**src/rtl/csr_gate_pkg.sv**
```systemverilog
package csr_gate_pkg;
  localparam int REG_W   = 16;
  localparam int NMI_POS = 10;
  localparam int AE_POS  = 9;
  localparam int SWE_POS = 8;
  localparam int N_FLAGS = 2;
  typedef logic [REG_W-1:0] csr_word_t;
endpackage

```
**src/rtl/rst_sync.sv**
```systemverilog
module rst_sync #(
  parameter int STAGES = 2
) (
  input  logic clk,
  input  logic arst_n,
  output logic srst_n
);
  logic [STAGES-1:0] chain_q;

  always_ff @(posedge clk or negedge arst_n) begin
    if (!arst_n) chain_q <= '0;
    else         chain_q <= {chain_q[STAGES-2:0], 1'b1};
  end

  assign srst_n = chain_q[STAGES-1];
endmodule

```
**src/rtl/sticky_flag.sv**
```systemverilog
module sticky_flag (
  input  logic clk,
  input  logic rst_n,
  input  logic set_evt,
  input  logic bus_rd,
  input  logic bus_wr,
  input  logic wr_bit,
  output logic flag
);
  logic flag_q, flag_d;
  logic arm_q, arm_d;
  logic clr_ok;

  always_comb begin
    clr_ok = bus_wr && !wr_bit && arm_q;
    flag_d = flag_q;
    if (set_evt)     flag_d = 1'b1;
    else if (clr_ok) flag_d = 1'b0;
    arm_d = arm_q;
    if (bus_wr)                arm_d = 1'b0;
    else if (bus_rd && flag_q) arm_d = 1'b1;
  end

  always_ff @(posedge clk or negedge rst_n) begin
    if (!rst_n) begin
      flag_q <= 1'b0;
      arm_q  <= 1'b0;
    end else begin
      flag_q <= flag_d;
      arm_q  <= arm_d;
    end
  end

  assign flag = flag_q;

  // a flag may only fall after an arming read
  a_r4_clear_needs_arm: assert property (@(posedge clk) disable iff (!rst_n)
    $fell(flag_q) |-> $past(arm_q));
  // an event always leaves the flag set on the next cycle
  a_r6_set_wins: assert property (@(posedge clk) disable iff (!rst_n)
    set_evt |=> flag_q);
  // arm never survives a write
  a_r7_write_disarms: assert property (@(posedge clk) disable iff (!rst_n)
    bus_wr |=> !arm_q);
endmodule

```
**src/rtl/xfer_gate_csr.sv**
```systemverilog
module xfer_gate_csr
  import csr_gate_pkg::*;
#(
  parameter int SYNC_STAGES = 2
) (
  input  logic             clk,
  input  logic             rst_n,
  input  logic             sel,
  input  logic             wr_en,
  input  logic             rd_en,
  input  logic [REG_W-1:0] wdata,
  output logic [REG_W-1:0] rdata,
  input  logic             nmi_evt,
  input  logic             aerr_evt,
  input  logic             req_en,
  input  logic             eng_busy,
  input  logic             eng_nmi_mask,
  output logic             sw_act_en,
  output logic             permit
);
  logic               srst_n;
  logic               bus_rd, bus_wr;
  logic [N_FLAGS-1:0] evt_vec, flag_vec;
  logic               swe_q, swe_d;
  logic               blocked, start_ok, cont_ok;

  rst_sync #(.STAGES(SYNC_STAGES)) u_rst (
    .clk(clk), .arst_n(rst_n), .srst_n(srst_n)
  );

  assign bus_rd  = sel && rd_en;
  assign bus_wr  = sel && wr_en;
  assign evt_vec = {aerr_evt, nmi_evt};

  for (genvar g = 0; g < N_FLAGS; g++) begin : g_flag
    localparam int POS = (g == 0) ? NMI_POS : AE_POS;
    sticky_flag u_flag (
      .clk(clk), .rst_n(srst_n), .set_evt(evt_vec[g]),
      .bus_rd(bus_rd), .bus_wr(bus_wr), .wr_bit(wdata[POS]),
      .flag(flag_vec[g])
    );
  end

  always_comb begin
    swe_d = swe_q;
    if (bus_wr) swe_d = wdata[SWE_POS];
  end

  always_ff @(posedge clk or negedge srst_n) begin
    if (!srst_n) swe_q <= 1'b0;
    else         swe_q <= swe_d;
  end

  always_comb begin
    rdata = '0;
    if (bus_rd) begin
      rdata[NMI_POS] = flag_vec[0];
      rdata[AE_POS]  = flag_vec[1];
      rdata[SWE_POS] = swe_q;
    end
  end

  assign blocked   = |flag_vec;
  assign start_ok  = !blocked && (req_en || swe_q);
  assign cont_ok   = eng_busy && eng_nmi_mask;
  assign permit    = start_ok || cont_ok;
  assign sw_act_en = swe_q;

  // a raised flag blocks unless the masked in-flight case holds
  a_r8_flag_blocks: assert property (@(posedge clk) disable iff (!srst_n)
    (flag_vec != '0 && !(eng_busy && eng_nmi_mask)) |-> !permit);
  // masked in-flight transfer always keeps its permit
  a_r9_masked_continues: assert property (@(posedge clk) disable iff (!srst_n)
    (eng_busy && eng_nmi_mask) |-> permit);
  // NMI event registers into the flag
  a_r3_nmi_sets: assert property (@(posedge clk) disable iff (!srst_n)
    nmi_evt |=> flag_vec[0]);
  // no data outside a selected read
  a_r11_idle_bus: assert property (@(posedge clk) disable iff (!srst_n)
    !bus_rd |-> (rdata == '0));
endmodule

```
**config.mk**
```make
export PLATFORM = sky130hd
export DESIGN_NAME = xfer_gate_csr
export DESIGN_NICKNAME = d
export VERILOG_FILES = /design/src/rtl/csr_gate_pkg.sv /design/src/rtl/rst_sync.sv /design/src/rtl/sticky_flag.sv /design/src/rtl/xfer_gate_csr.sv
export SDC_FILE = /design/constraint.sdc
export NUM_CORES = 1
export LEC_CHECK = 0
export ABC_AREA = 1
export BUFFER_PORTS_ARGS = -buffer_cell sky130_fd_sc_hd__buf_2
export CAP_MARGIN = 30
export CORE_AREA = 5 5 42 44
export CTS_CLUSTER_SIZE = 40
export DETAILED_ROUTE_END_ITERATION = 16
export DIE_AREA = 0 0 47 49
export PLACE_DENSITY = 0.76
export SLEW_MARGIN = 20
export SYNTH_ARGS = -nofsm -noshare
export SYNTH_HDL_FRONTEND = slang
export SYNTH_HIERARCHICAL = 1
export SYNTH_SLANG_ARGS = --single-unit
```
**constraint.sdc**
```tcl
create_clock -name clk -period 1.2 [get_ports clk]
set_clock_uncertainty 0.15 [all_clocks]
set_input_delay 0.24 -clock clk [delete_from_list [all_inputs] [get_ports clk]]
set_output_delay 0.24 -clock clk [all_outputs]
set_load 0.01 [all_outputs]
```
==> impl_metrics.csv <==
group,metric,value,unit
critical_path,r2r_start,"g_flag[1].u_flag/flag",
synthesis,synthTopCellsByArea,"dfrtp_1 43%, buf_4 24%, nand2_1 11%",
critical_path,arrival,0.96,ns
run_status,status,"complete, but fails checks",
timing,max_clock_freq,0.743,GHz
finish,drive_gt1_share,32.5,%
clocking,ctsRootBufferMaster,"clkbuf_4",
clocking,cts_max_path_buffers,2,
drt,wl_per_cell,7.81,um
global_routing,antenna_found_initial,0,
synthesis,synth_seq_cells,7,
floorplanning,ios,44,
synthesis,ys_warn_count,6,
timing,layout_min_cycle_time,1.35,ns
pwr,p_sw_share,25.7,%
floorplanning,core.rowCount,14,
timing,worst_slack,-0.146,ns
pwr,internal-power,0.000434,W
floorplanning,die_h,49,um
synthesis,syn_avg_cell_area,7.48,um2
drt,vias_per_cell,3.68,
clocking,cts_tree,"yes",
global_routing,track_usage,6.66,%
synthesis,synthTopCellsByCount,"13 x buf_4, 12 x nand2_1, 9 x inv_1",
floorplanning,die-area,2300,um2
finish,area.growth.synth_to_final,31.0,%
floorplanning,core,1400,um2
drt,drc,0,
global_routing,grt_first_pass_wirelength,1100,um
pwr,ir_worst_vdd,0.373,mV
timing,rsz0062_at_grt,"true",
drt,route.vias.total,353,
synthesis,yosysTopAreaCell,"dfrtp_1",
synthesis,synth_ff_type,"dfrtp_1",
finish,stdcell_count,96,
global_routing,grt_pass1_vias,305,
global_routing,grt_max_degree,6,
pwr,combinationalPowerShare,20.3,%
timing,setup_viol,5,
timing,period_share,112,%
placed_design,gp_congestion,0.727,
clocking,cts_num_sinks,7,
pwr,p_sw,0.000150,W
placed_design,dp_hpwl,657,um
floorplanning,initial_core_util,29.4,%
worst_hold_path,hold_path.class,"primary input to flop",
clocking,cts.htree.levels,1,
synthesis,synth_cell_types,10,
pwr,seqPwrFrac,45.2,%
timing,hold_violations,0,
pwr,power.leakage,0.351,nW
critical_path,criticalPathCategory,"flop to output port",
flow_run,maxCapViolCount,0,
synthesis,synth_edf_count,0,
synthesis,seq_area_frac_synth,42.6,%
synthesis,synth.most_common_cell,"buf_4",
timing,drv_slew,0,
drt,drt-initial-drc-count,4,
drt,drtAntennaViolNets,0,
drt,dr.pass1.iters,2,
pwr,clockPowerShare,34.5,%
synthesis,synth_cells,55,
critical_path,cp-startpoint,"sw_act_en",
worst_hold_path,hold_start,"aerr_evt",
global_routing,grt-ovfl-total,0,
critical_path,worst_setup_path_end_kind,"output port",
run_status,failed_checks,"setup timing",
synthesis,async_reset_ff_share,100,%
pwr,pwr_density_cell,1080,nW/um2
clocking,numCtsBuffers,3,
timing,holdWs,0.0303,ns
finish,nets,107,
synthesis,syn_area,412,um2
finish,antenna_cells,0,
drt,totalWireLength,750,um
critical_path,critPathMaxFanout,2,
placed_design,dp.cells,87,
floorplanning,dieWidth,47,um
synthesis,yosysTopAreaCellShare,42.6,%
placed_design,portBuffers,17,
critical_path,cp-start-kind,"flop",
clocking,insertion_delay,0.24,ns
clocking,cts.reportedPaths.clkPinSlew,0.05,ns
critical_path,cp_data_required_time,0.81,ns
[timing repair]
action                                  in CTS  in global routing
pin swaps                                    3                  1
hold endpoints to repair                     7                  0
endpoints found under the setup margin       4                  5
buffers inserted                             3                  0
resized for setup                            1                  1
hold buffers                                 2                  0
[stage by stage]
stage	worst slack [ns]	total power, W	TNS [ns]	util (%)	instance area, um2
floorplan	0.168	0.000357	0	-	457
global placement	0.101	0.000361	0	33.1	464
detailed placement	0.0814	0.000364	0	33.1	464
CTS	-0.168	0.000596	-0.379	38.5	539
global route	-0.220	0.000626	-0.564	38.5	539
finish	-0.146	0.000584	-0.316	38.5	539
[placed cells by master, fill, tap and decap left out]
cell type and instances:
inv_2 2, conb_1 14, nor2_1 6, nand2_2 1, dlygate4sd3_1 2, buf_2 16
dfrtp_1 7, clkbuf_1 1, a21oi_1 2, inv_1 8, buf_6 1, nand2_1 12
clkbuf_4 3, buf_4 3, nand3_1 2
[critical path: stages (launching register included)]
cell and delay [ns]:
dfrtp_1 0.38, inv_2 0.06, nand2_1 0.06, nand2_1 0.05, nand2_1 0.04, buf_2 0.13
[sequential cells by signal, summed over array words and instances, names as in the netlist]
register / cells
g_flag.u_flag/flag: 2
u_rst/chain_q: 2
g_flag.u_flag/arm_q: 2
sw_act_en: 1
[path summary, 6_finish.rpt]
kind	slack [ns]	end	depth (start not counted)
max	-0.15	permit	5
min	0.03	g_flag[1].u_flag/flag	3
max reg2reg	0.24	g_flag[1].u_flag/arm_q	3
min reg2reg	0.20	u_rst/chain_q[1]	0
max in group asynchronous	0.25	g_flag[1].u_flag/flag	1
min in group asynchronous	0.16	u_rst/chain_q[1]	2
[logic make-up (layout without fill, tap and decap cells)]
logic type / Yosys count / after routing / synth area share (%)
AND/OR/NAND/NOR: 21 / 21 / 20.4
AO/OA/AOI/OAI: 2 / 2 / 2.43
flip-flops: 7 / 7 / 42.6
other: 2 / 14 / 1.82
buffers and inverters: 23 / 36 / 32.8
[cell type report]
type                            count  area, um2
Sequential cell                     7        175
Tap cell                           16       20.0
Timing Repair Buffer               22        134
Inverter                           10       37.5
Fill cell                         161        862
Clock buffer                        4       26.3
Multi-Input combinational cell     37        146
[power groups by stage]
stage	clock (W)	combinational, W	sequential [W]
after CTS	0.000214	0.000118	0.000263
after detailed placement	0	0.0000927	0.000272
after global placement	0	0.0000904	0.000271
final	0.000202	0.000118	0.000264
after floorplan	0	0.0000850	0.000272
after global routing	0.000225	0.000135	0.000265
[per-layer routing]
metal / GRT usage [%] / wire length [um] / part of all wire, % / vias to the layer above
met1: 5.38 / 222 / 30 / 150
met5: 0 / 0 / 0 / -
li1: - / - / - / 183
met2: 11.3 / 384 / 51 / 20
met3: 4.06 / 144 / 19 / 0
met4: 4.15 / 0 / 0 / 0
Note: power is estimated with default switching activity, not from simulation.
